===== config.mk =====
export PLATFORM = sky130hd
export DESIGN_NAME = halfmul_acc
export DESIGN_NICKNAME = d
export VERILOG_FILES = /design/src/rtl/hmac_pkg.sv /design/src/rtl/hmac_half_sel.sv /design/src/rtl/hmac_mul.sv /design/src/rtl/hmac_accum.sv /design/src/rtl/halfmul_acc.sv
export SDC_FILE = /design/constraint.sdc
export NUM_CORES = 1
export LEC_CHECK = 0
export ABC_CLOCK_PERIOD_IN_PS = 1100
export BUFFER_PORTS_ARGS = -buffer_cell sky130_fd_sc_hd__buf_4
export CAP_MARGIN = 20
export CORE_ASPECT_RATIO = 1.2
export CORE_MARGIN = 2
export CORE_UTILIZATION = 61
export CTS_BUF_LIST = sky130_fd_sc_hd__clkbuf_16
export CTS_CLUSTER_SIZE = 12
export DETAILED_ROUTE_END_ITERATION = 10
export MAX_ROUTING_LAYER = met4
export PLACE_DENSITY = 0.91
export SETUP_SLACK_MARGIN = 0.4
export SLEW_MARGIN = 20
export SYNTH_ARGS = -nofsm -noshare
export SYNTH_HDL_FRONTEND = slang
export SYNTH_SLANG_ARGS = --single-unit

===== constraint.sdc =====
create_clock -name clk_i -period 1.1 [get_ports clk_i]
set_clock_uncertainty 0.05 [all_clocks]
set_input_delay 0.165 -clock clk_i [delete_from_list [all_inputs] [get_ports clk_i]]
set_output_delay 0.165 -clock clk_i [all_outputs]
set_load 0.01 [all_outputs]

===== src/rtl/hmac_pkg.sv =====
package hmac_pkg;
   typedef enum logic [1:0] {
      HM_MUL    = 2'd0,
      HM_ACC32  = 2'd1,
      HM_ACC64  = 2'd2,
      HM_MULALT = 2'd3
   } hm_op_e;
endpackage


===== src/rtl/hmac_half_sel.sv =====
module hmac_half_sel #(
   parameter int HALF_W = 16,
   localparam int W = 2 * HALF_W
) (
   input  logic [W-1:0]      word_i,
   input  logic              hi_i,
   output logic [HALF_W-1:0] half_o
);
   // Upper half is taken as-is (arithmetic shift of a signed word);
   // sign extension is applied later by the multiplier.
   always_comb begin
      if (hi_i) half_o = word_i[W-1:HALF_W];
      else      half_o = word_i[HALF_W-1:0];
   end
endmodule


===== src/rtl/hmac_mul.sv =====
module hmac_mul #(
   parameter int HALF_W    = 16,
   parameter bit ARRAY_MUL = 1'b0,
   localparam int W = 2 * HALF_W
) (
   input  logic [HALF_W-1:0] a_i,
   input  logic [HALF_W-1:0] b_i,
   output logic [W-1:0]      prod_o
);
   localparam logic [HALF_W-1:0] MIN_HALF = {1'b1, {(HALF_W-1){1'b0}}};

   logic [W-1:0] ax;
   logic [W-1:0] bx;
   assign ax = {{HALF_W{a_i[HALF_W-1]}}, a_i};
   assign bx = {{HALF_W{b_i[HALF_W-1]}}, b_i};

   generate
      if (ARRAY_MUL) begin : g_array
         logic [W-1:0] chain [0:HALF_W];
         assign chain[0] = '0;
         for (genvar k = 0; k < HALF_W; k++) begin : g_row
            logic [W-1:0] pp;
            assign pp = b_i[k] ? (ax << k) : '0;
            if (k == HALF_W - 1) begin : g_sign
               assign chain[k+1] = chain[k] - pp;
            end else begin : g_pos
               assign chain[k+1] = chain[k] + pp;
            end
         end
         assign prod_o = chain[HALF_W];
         logic unused_bx;
         assign unused_bx = ^bx;
      end else begin : g_op
         assign prod_o = $signed(ax) * $signed(bx);
      end
   endgenerate

   always_comb begin
      if (a_i == MIN_HALF && b_i == MIN_HALF)
         AST_MINMIN_POS: assert (prod_o[W-1] == 1'b0);
   end
endmodule


===== src/rtl/hmac_accum.sv =====
module hmac_accum #(
   parameter int HALF_W = 16,
   localparam int W = 2 * HALF_W
) (
   input  logic [W-1:0]   prod_i,
   input  logic [W-1:0]   acc_i,
   input  logic [2*W-1:0] acc64_i,
   output logic [W-1:0]   sum32_o,
   output logic           ovf32_o,
   output logic [2*W-1:0] sum64_o
);
   assign sum32_o = prod_i + acc_i;
   assign ovf32_o = (prod_i[W-1] == acc_i[W-1]) && (sum32_o[W-1] != prod_i[W-1]);
   assign sum64_o = {{W{prod_i[W-1]}}, prod_i} + acc64_i;
endmodule


===== src/rtl/halfmul_acc.sv =====
module halfmul_acc #(
   parameter int HALF_W    = 16,
   parameter bit ARRAY_MUL = 1'b0,
   localparam int W = 2 * HALF_W
) (
   input  logic         clk_i,
   input  logic         rst_ni,
   input  logic         valid_i,
   input  logic [1:0]   op_i,
   input  logic [W-1:0] opa_i,
   input  logic [W-1:0] opb_i,
   input  logic         hi_a_i,
   input  logic         hi_b_i,
   input  logic [W-1:0] acc_i,
   input  logic [W-1:0] acc_lo_i,
   input  logic [W-1:0] acc_hi_i,
   input  logic         clr_sat_i,
   output logic         valid_o,
   output logic [W-1:0] res_o,
   output logic [W-1:0] res_lo_o,
   output logic [W-1:0] res_hi_o,
   output logic         ovf_o,
   output logic         sat_o
);
   import hmac_pkg::*;

   generate
      if (HALF_W < 2) begin : g_bad_width
         $error("halfmul_acc: HALF_W must be at least 2");
      end
   endgenerate

   logic [HALF_W-1:0] half_a, half_b;
   logic [W-1:0]      prod;
   logic [W-1:0]      sum32;
   logic              ovf32;
   logic [2*W-1:0]    sum64;
   hm_op_e            op;

   assign op = hm_op_e'(op_i);

   hmac_half_sel #(.HALF_W(HALF_W)) i_sel_a (.word_i(opa_i), .hi_i(hi_a_i), .half_o(half_a));
   hmac_half_sel #(.HALF_W(HALF_W)) i_sel_b (.word_i(opb_i), .hi_i(hi_b_i), .half_o(half_b));

   hmac_mul #(.HALF_W(HALF_W), .ARRAY_MUL(ARRAY_MUL)) i_mul (
      .a_i(half_a), .b_i(half_b), .prod_o(prod)
   );

   hmac_accum #(.HALF_W(HALF_W)) i_acc (
      .prod_i(prod), .acc_i(acc_i), .acc64_i({acc_hi_i, acc_lo_i}),
      .sum32_o(sum32), .ovf32_o(ovf32), .sum64_o(sum64)
   );

   logic [2*W-1:0] res_d;
   logic           set_d;

   always_comb begin
      set_d = 1'b0;
      unique case (op)
         HM_ACC32: begin
            res_d = {{W{sum32[W-1]}}, sum32};
            set_d = ovf32;
         end
         HM_ACC64: res_d = sum64;
         default:  res_d = {{W{prod[W-1]}}, prod};
      endcase
   end

   always_ff @(posedge clk_i or negedge rst_ni) begin
      if (!rst_ni) begin
         valid_o  <= 1'b0;
         res_o    <= '0;
         res_lo_o <= '0;
         res_hi_o <= '0;
         ovf_o    <= 1'b0;
      end else begin
         valid_o <= valid_i;
         ovf_o   <= valid_i && set_d;
         if (valid_i) begin
            res_o    <= res_d[W-1:0];
            res_lo_o <= res_d[W-1:0];
            res_hi_o <= res_d[2*W-1:W];
         end
      end
   end

   always_ff @(posedge clk_i or negedge rst_ni) begin
      if (!rst_ni)                sat_o <= 1'b0;
      else if (valid_i && set_d)  sat_o <= 1'b1;
      else if (clr_sat_i)         sat_o <= 1'b0;
   end

   AST_OVF_SOURCE: assert property (@(posedge clk_i) disable iff (!rst_ni)
      ovf_o |-> ($past(valid_i) && $past(op_i) == 2'd1));
   AST_OVF_STICKY: assert property (@(posedge clk_i) disable iff (!rst_ni)
      ovf_o |-> sat_o);
   AST_SAT_HOLD: assert property (@(posedge clk_i) disable iff (!rst_ni)
      ($past(sat_o) && !$past(clr_sat_i)) |-> sat_o);
   AST_SAT_RISE: assert property (@(posedge clk_i) disable iff (!rst_ni)
      $rose(sat_o) |-> ovf_o);
   AST_VALID_RISE: assert property (@(posedge clk_i) disable iff (!rst_ni)
      $rose(valid_o) |-> $past(valid_i));
   AST_RES_HOLD: assert property (@(posedge clk_i) disable iff (!rst_ni)
      !$past(valid_i) |-> ($stable(res_o) && $stable(res_hi_o)));
endmodule


==> results of run 1 <==
cells in the mapped netlist, drive strengths merged (6+ instances only):
library cell    n  area share
o21a           25       0.010
xor2           47       0.022
a22oi          15      0.0060
a31oi           9      0.0034
a21o           48       0.019
and2            8      0.0027
inv           328       0.066
mux2           38       0.023
fa            264        0.28
a21oi         150       0.041
dfrtp          67       0.090
o21bai         15      0.0060
xnor2          73       0.035
a221o           7      0.0038
o21ai         109       0.030
or3             7      0.0026
o221ai          6      0.0028
nor3           20      0.0054
nand4          22      0.0074
a221oi         15      0.0071
nand3          23      0.0062
a21boi          9      0.0036
ha            180        0.12
buf            46       0.017
nand2b         16      0.0054
a211oi         11      0.0052
o22ai          27      0.0091
nand2         224       0.045
nor2          222       0.045
o31ai           8      0.0032
mux2i          31       0.017
clkbuf         57       0.011
o211ai         15      0.0063
nor2b           8      0.0027
or2            10      0.0034
per-stage QoR:
step           setup WS, ps  hold WS (ps)  std cells
3_3_place_gp          -7490          41.7       3329
3_5_place_dp          -7920          50.0       3329
2_1_floorplan         -7000          -181       2224
4_1_cts               -7030          -324       3458
layer usage:
metal / GRT overflow / track usage
met3: 17 / 0.718
met1: 37 / 0.868
met5: - / -
met2: 2054 / 1.30
met4: 499 / 1.09
logic make-up after synthesis:
group	Yosys count
AO/OA/AOI/OAI	512
flip-flops	67
adder cells (fa/ha/maj)	444
buffers and inverters	433
multiplexers	69
AND/OR/NAND/NOR	579
XOR/XNOR	120
repair_timing:
item                                    4_1_cts
pin swaps                                   193
gates resized for setup                     569
setup buffers                               107
endpoints found under the setup margin      165
cloned                                        6
endpoints found under the hold margin        54
==> metrics.txt, run 1 <==
largest family of logic cells by synthesized area=adder cells; Die Ht=195 µm; Ports=267; first-pass GRT wire length=234000 µm; mux contribution to synthesized area=0.0396; GR Overflow Total=2607; Post-Syn Area per Cell=8.38 µm²; CTS Buffer Depth=2; largest net degree at the start of global routing=28; post-synth cell types=84; sequential area share after synthesis=0.0900; Post-Synthesis Cells=2224; compound-cell area share of the yosys netlist=0.181; Exit stage=global routing; Synth Area in XOR/XNOR=0.0574; ys async rst share=1.00; EDFF count, synth=0; syn nets=2836; ys flop type=dfrtp_1; Error=[ERROR GRT-0116] Global routing finished with congestion. Check the congestion regions in the DRC Viewer.; CTS Sinks=67; chip width=164 µm; Simple-Gate Fraction of Synth Area=0.133; H-tree levels=3; Row Count=70; DP Area=0.0258 mm²; number of CTS-inserted buffers=9; overall routing resource usage=0.997; YS warnings=0; CTS Root Cell=clkbuf_16; synthesized flop and latch total=67; initial core utilization=0.615; adder-cell area share of the yosys netlist=0.405; vias in the first global route=34083; DP HPWL=67900 µm; RePlAce Congestion=1.13; mapped cell area=0.0186 mm²; status=aborted with a tool error; # port buffers=266
==> run 2: changes to the inputs <==
CORE_ASPECT_RATIO = unset   (was 1.2)
CORE_UTILIZATION = 40   (was 61)
CTS_BUF_LIST = unset   (was sky130_fd_sc_hd__clkbuf_16)
CTS_CLUSTER_SIZE = unset   (was 12)
MAX_ROUTING_LAYER = unset   (was met4)
PLACE_DENSITY = unset   (was 0.91)
PLACE_DENSITY_LB_ADDON = 0.15   (was unset)
SETUP_SLACK_MARGIN = unset   (was 0.4)
==> metrics.txt, run 2 <==
status=finished with violations; failing checks=negative setup slack; post-synth top area share=0.284 (unchanged); Hold Crit Class=primary input to register; CP max FO=6; RR Endpoint=res_hi_o[31]; Slew Limit Fails=0; top cells by count, synth=327 x inv_1, 264 x fa_1, 224 x nand2_1, 222 x nor2_1, 180 x ha_1; CP arrival=8210 ps; Clock Latency Late Sink=360 ps; CTS tree=yes; ys flop type=dfrtp_1; Slew @ Worst Pin=656 ps; H-tree levels=3 (unchanged); Hold Fails Final Rpt=0; nets=3716; initial core utilization=0.403 (-0.212); ys async rst share=1.00 (unchanged); syn nets=2836 (unchanged); Routed Antenna Nets=0; RSZ-0062 raised after global routing=true; Worst R2R Start=res_hi_o[31]; Row Count=79 (+13%); post-DR wirelength/cell=18.7 µm; crit start category=primary input; Post-Syn Area per Cell=8.38 µm² (unchanged); via count=19477; Worst EP required=1340 ps; worst rel slew slack=0.558; initial antenna violation count=5; most common cell after layout, fill and taps aside=buf_4; Setup CP Type=primary input to register; overall routing resource usage=0.291; top post-synthesis cells by area=fa_1 28%, ha_1 12%, dfrtp_1 9.0%, inv_1 6.6%, nand2_1 4.5%; cell taking the most area after synthesis=fa_1; drt first pass iters=5; Die ar.=0.0483 mm²; CP endpoint=res_hi_o[25]; crit share post-route=7.25; CTS Root Cell=clkbuf_16; DP HPWL=57300 µm (-16%); sequential area share after synthesis=0.0900 (unchanged); Regs by FF count=res_hi_o: 32 flops, res_lo_o: 32 flops; Final setup violation count=152; most frequent cells in the layout=844 x buf_4, 311 x inv_1, 250 x fa_1, 206 x nand2_1, 199 x nor2_1; CTS Buffer Depth=2 (unchanged); chip width=220 µm (+34%); CP max stage delay=590 ps; Die Ht=220 µm (+12%); final instance area=0.0297 mm²; Post-Synthesis Cells=2224 (unchanged); EDFF count, synth=0 (unchanged); Worst R2R Setup Slack=10 ps; leading cell type by number of instances after synthesis=inv_1; DR iter-0 viols=896; post-synth cell types=84 (unchanged); vias per inst=5.24; mapped cell area=0.0186 mm² (unchanged); Final Core Density=0.642; core box area=0.0463 mm²; Max Clk Rate=125 MHz; vias in the first global route=20728; CTS Sinks=67 (unchanged); WHS=33.6 ps; crit path max-delay cell type=fa_2; Place WS=-7600 ps (+322 ps); max-cap violations=0; reg2reg path depth=3; Critical Path Sink Type=register; Area Overhead vs Synth=59.5%; number of CTS-inserted buffers=9 (unchanged); RePlAce Congestion=0.957 (-15%); Final Critical Period=7980 ps; Ports=267 (unchanged); YS warnings=0 (unchanged); final WL=69700 µm; CP most frequent cell=fa_1; Worst-path clk slew=70 ps; synthesized flop and latch total=67 (unchanged); first-pass GRT wire length=109000 µm; DP Area=0.0265 mm² (+3.0%); layout cells sized above 1=0.449; GR Overflow Total=0; # port buffers=266 (unchanged); final worst slack=-6880 ps; largest net degree at the start of global routing=33; drc violations=0; crit path from=hi_a_i
[run 2: cell counts after synthesis]
No cell type changed its count.
[run 2: worst min-delay path by stage]
stage               from          end  slack, ps  cells after the start
6_report       clr_sat_i        sat_o         30                      3
5_1_grt        clr_sat_i        sat_o         40                      3
4_1_cts        clr_sat_i        sat_o         30                      3
3_5_place_dp      rst_ni  res_lo_o[1]         50                      1
3_3_place_gp      rst_ni  res_lo_o[1]         50                      1
2_1_floorplan     rst_ni        ovf_o       -180                      0
[run 2: logic make-up (layout without fill, tap and decap cells)]
kind of cell / count (synthesis) / in the layout / share of synthesized area
mux: 69 / 69 / 0.0396
compound gates: 512 / 512 / 0.181
buf+inv: 433 / 1318 / 0.0948
flops: 67 / 67 / 0.0900
xor+xnor: 120 / 120 / 0.0574
fa+ha+maj: 444 / 444 / 0.405
other cells: 0 / 4 / 0
simple gates: 579 / 579 / 0.133
[run 2: worst max-delay path: cells and delay by family]
| kind | cells | cell delay [ps] |
|---|---|---|
| AND/OR/NAND/NOR | 7 | 1470 |
| XOR/XNOR | 2 | 300 |
| AO/OA/AOI/OAI | 8 | 1270 |
| adder cells (fa/ha/maj) | 8 | 3490 |
| multiplexers | 1 | 450 |
| buffers and inverters | 9 | 1040 |
[run 2: what timing repair did]
action	in CTS	in global routing
resized for setup	297	136
endpoints found under the setup margin	163	164
setup buffers	65	30
gates cloned	6	1
pin swaps	123	90
hold buffers	1	0
endpoints found under the hold margin	67	0
[run 2: cell type report]
type / count / area, µm²
antenna: 4 / 10.0
clock buffer: 9 / 225
clock inverter: 7 / 53.8
fill: 3941 / 16500
inverter: 330 / 1260
multi-input combinational: 1724 / 17600
sequential: 67 / 1680
tap: 607 / 759
timing repair buffer: 970 / 8090
timing repair inverter: 2 / 20.0
[run 2: through the flow]
stage          instances  setup TNS [ps]
6_report            3720         -394210
5_1_grt             3716         -414080
4_1_cts             3685         -392410
3_5_place_dp        3600         -435420
3_3_place_gp        3600         -429860
2_1_floorplan       2224         -384530
[run 2: metal layers]
layer / part of all wire / track usage / wire, µm / up-vias
met4: 0.026 / 0.0761 / 1820 / 4
li1: - / - / - / 9159
met2: 0.49 / 0.505 / 34400 / 497
met1: 0.43 / 0.378 / 29600 / 9712
met3: 0.054 / 0.0467 / 3790 / 105
met5: 0.00033 / 0 / 23 / -
Power of run 2 is left out: the tool's default activity adds up to more than one toggle a clock period on the data nets, which glitch-free logic cannot reach.
==> run 3: changes to the inputs <==
CORE_MARGIN = 4   (was 2)
==> metrics.txt, run 3 (synthesis results as in run 2) <==
Regs by FF count=res_hi_o: 32 flops, res_lo_o: 32 flops; nets=3774 (+1.6%); WHS=31.9 ps (-1.68 ps); CTS Buffer Depth=2 (unchanged); Hold Fails Final Rpt=0 (unchanged); RePlAce Congestion=0.977 (+2.1%); crit path max-delay cell type=fa_1; Routed Antenna Nets=0 (unchanged); largest net degree at the start of global routing=38 (+15%); CP most frequent cell=fa_1; Worst-path clk slew=60 ps (about the same); post-DR wirelength/cell=20.1 µm (+7.2%); Die ar.=0.0501 mm² (+3.7%); Final setup violation count=157 (+3.3%); Worst R2R Setup Slack=0 ps (about the same); crit share post-route=7.28 (+0.0340); CP arrival=8260 ps (+50 ps); Area Overhead vs Synth=66.8%; Hold Path Cell Cnt=3 (unchanged); layout cells sized above 1=0.489 (+0.0407); initial antenna violation count=4 (-1); crit start category=primary input; Critical Path Sink Type=register; RSZ-0062 raised after global routing=true; Hold Crit Class=primary input to register; DR iter-0 viols=1034 (+15%); drt first pass iters=5 (unchanged); via count=19996 (+2.7%); final worst slack=-6910 ps (-37.4 ps); worst rel slew slack=0.701 (+0.143); vias per inst=5.31 (+1.4%); Die Ht=224 µm (+1.8%); Clock Latency Late Sink=370 ps (about the same); H-tree levels=3 (unchanged); number of CTS-inserted buffers=9 (unchanged); first-pass GRT wire length=116000 µm (+6.0%); drc violations=0 (unchanged); vias in the first global route=21245 (+2.5%); DP HPWL=61000 µm (+6.4%); Row Count=78 (-1.3%); CP max stage delay=550 ps (-40 ps); overall routing resource usage=0.293 (+0.00198); CTS Root Cell=clkbuf_16; Ports=267 (unchanged); Slew @ Worst Pin=445 ps (-210 ps); reg2reg path depth=3 (unchanged); GR Overflow Total=0 (unchanged); most frequent cells in the layout=817 x buf_4, 296 x inv_1, 240 x fa_1, 204 x nand2_1, 189 x nor2_1; max-cap violations=0 (unchanged); Worst EP required=1350 ps (about the same); Max Clk Rate=125 MHz (-0.47%); CTS Sinks=67 (unchanged); status=finished with violations; final WL=75600 µm (+8.6%); core box area=0.0457 mm² (-1.3%); initial core utilization=0.408 (+0.00516); most common cell after layout, fill and taps aside=buf_4; Setup CP Type=primary input to register; Final Critical Period=8010 ps (+37.4 ps); # port buffers=266 (unchanged); Slew Limit Fails=0 (unchanged); failing checks=negative setup slack; chip width=224 µm (+1.8%); CTS tree=yes; CP max FO=16 (+10)
-- run 3: cell types whose count changed in the layout (fill, tap and decap cells not counted), sizes merged --
cell / before / now
clkinvlp: 3 / 1
bufbuf: 1 / 0
buf: 967 / 1027
diode: 4 / 1
clkinv: 6 / 5
clkbuf: 10 / 12
-- run 3: layout make-up --
class | count | area, µm²
inverters | 330 | 1250
repair inverters | 1 | 11.3
clock inverters | 5 | 38.8
well taps | 600 | 751
diodes | 1 | 2.50
flip-flops and latches | 67 | 1690
repair buffers | 1029 | 8900
multi-input cells | 1724 | 18200
fillers | 3700 | 14600
clock buffers | 11 | 233
-- run 3: metrics by stage --
stage,worst slack [ps],utilization,TNS [ps],cell area (µm²),instances
4_1_cts,-6820,0.634,-397150,28900,3695
3_3_place_gp,-7670,0.581,-437910,26500,3602
5_1_grt,-7200,0.680,-418610,31100,3767
2_1_floorplan,-7000,-,-384530,19700,2224
3_5_place_dp,-7670,0.581,-439800,26500,3602
6_report,-6910,0.681,-398880,31100,3768
-- run 3: worst max-delay path, delay by kind of cell --
kind / cells / cell delay, ps
compound gates: 12 / 2110
fa+ha+maj: 8 / 3440
simple gates: 3 / 510
xor+xnor: 2 / 320
buf+inv: 11 / 1380
mux: 1 / 310
-- run 3: worst paths after layout --
path	end	start
worst max-delay path	res_hi_o[29]	hi_a_i
worst min-delay path	sat_o	clr_sat_i
worst max register to register	res_hi_o[31]	res_hi_o[31]
worst min register to register	sat_o	sat_o
max in group asynchronous	res_hi_o[24]	rst_ni
min in group asynchronous	res_lo_o[0]	rst_ni
-- run 3: routing by layer --
metal  part of all wire  wire length [µm]  vias up  GRT usage
met1               0.42             31600     9999      0.384
met5            0.00071                54        -          0
met4              0.027              2070        8     0.0670
li1                   -                 -     9282          -
met2               0.49             37400      571      0.513
met3              0.059              4460      136     0.0480
-- run 3: timing repair --
action,CTS,global route
cloned,7,1
pin swaps,111,165
setup buffers,69,84
hold endpoints to repair,67,0
endpoints found under the setup margin,163,165
hold buffers,1,0
gates resized for setup,303,359
Power of run 3 is left out for the same reason.
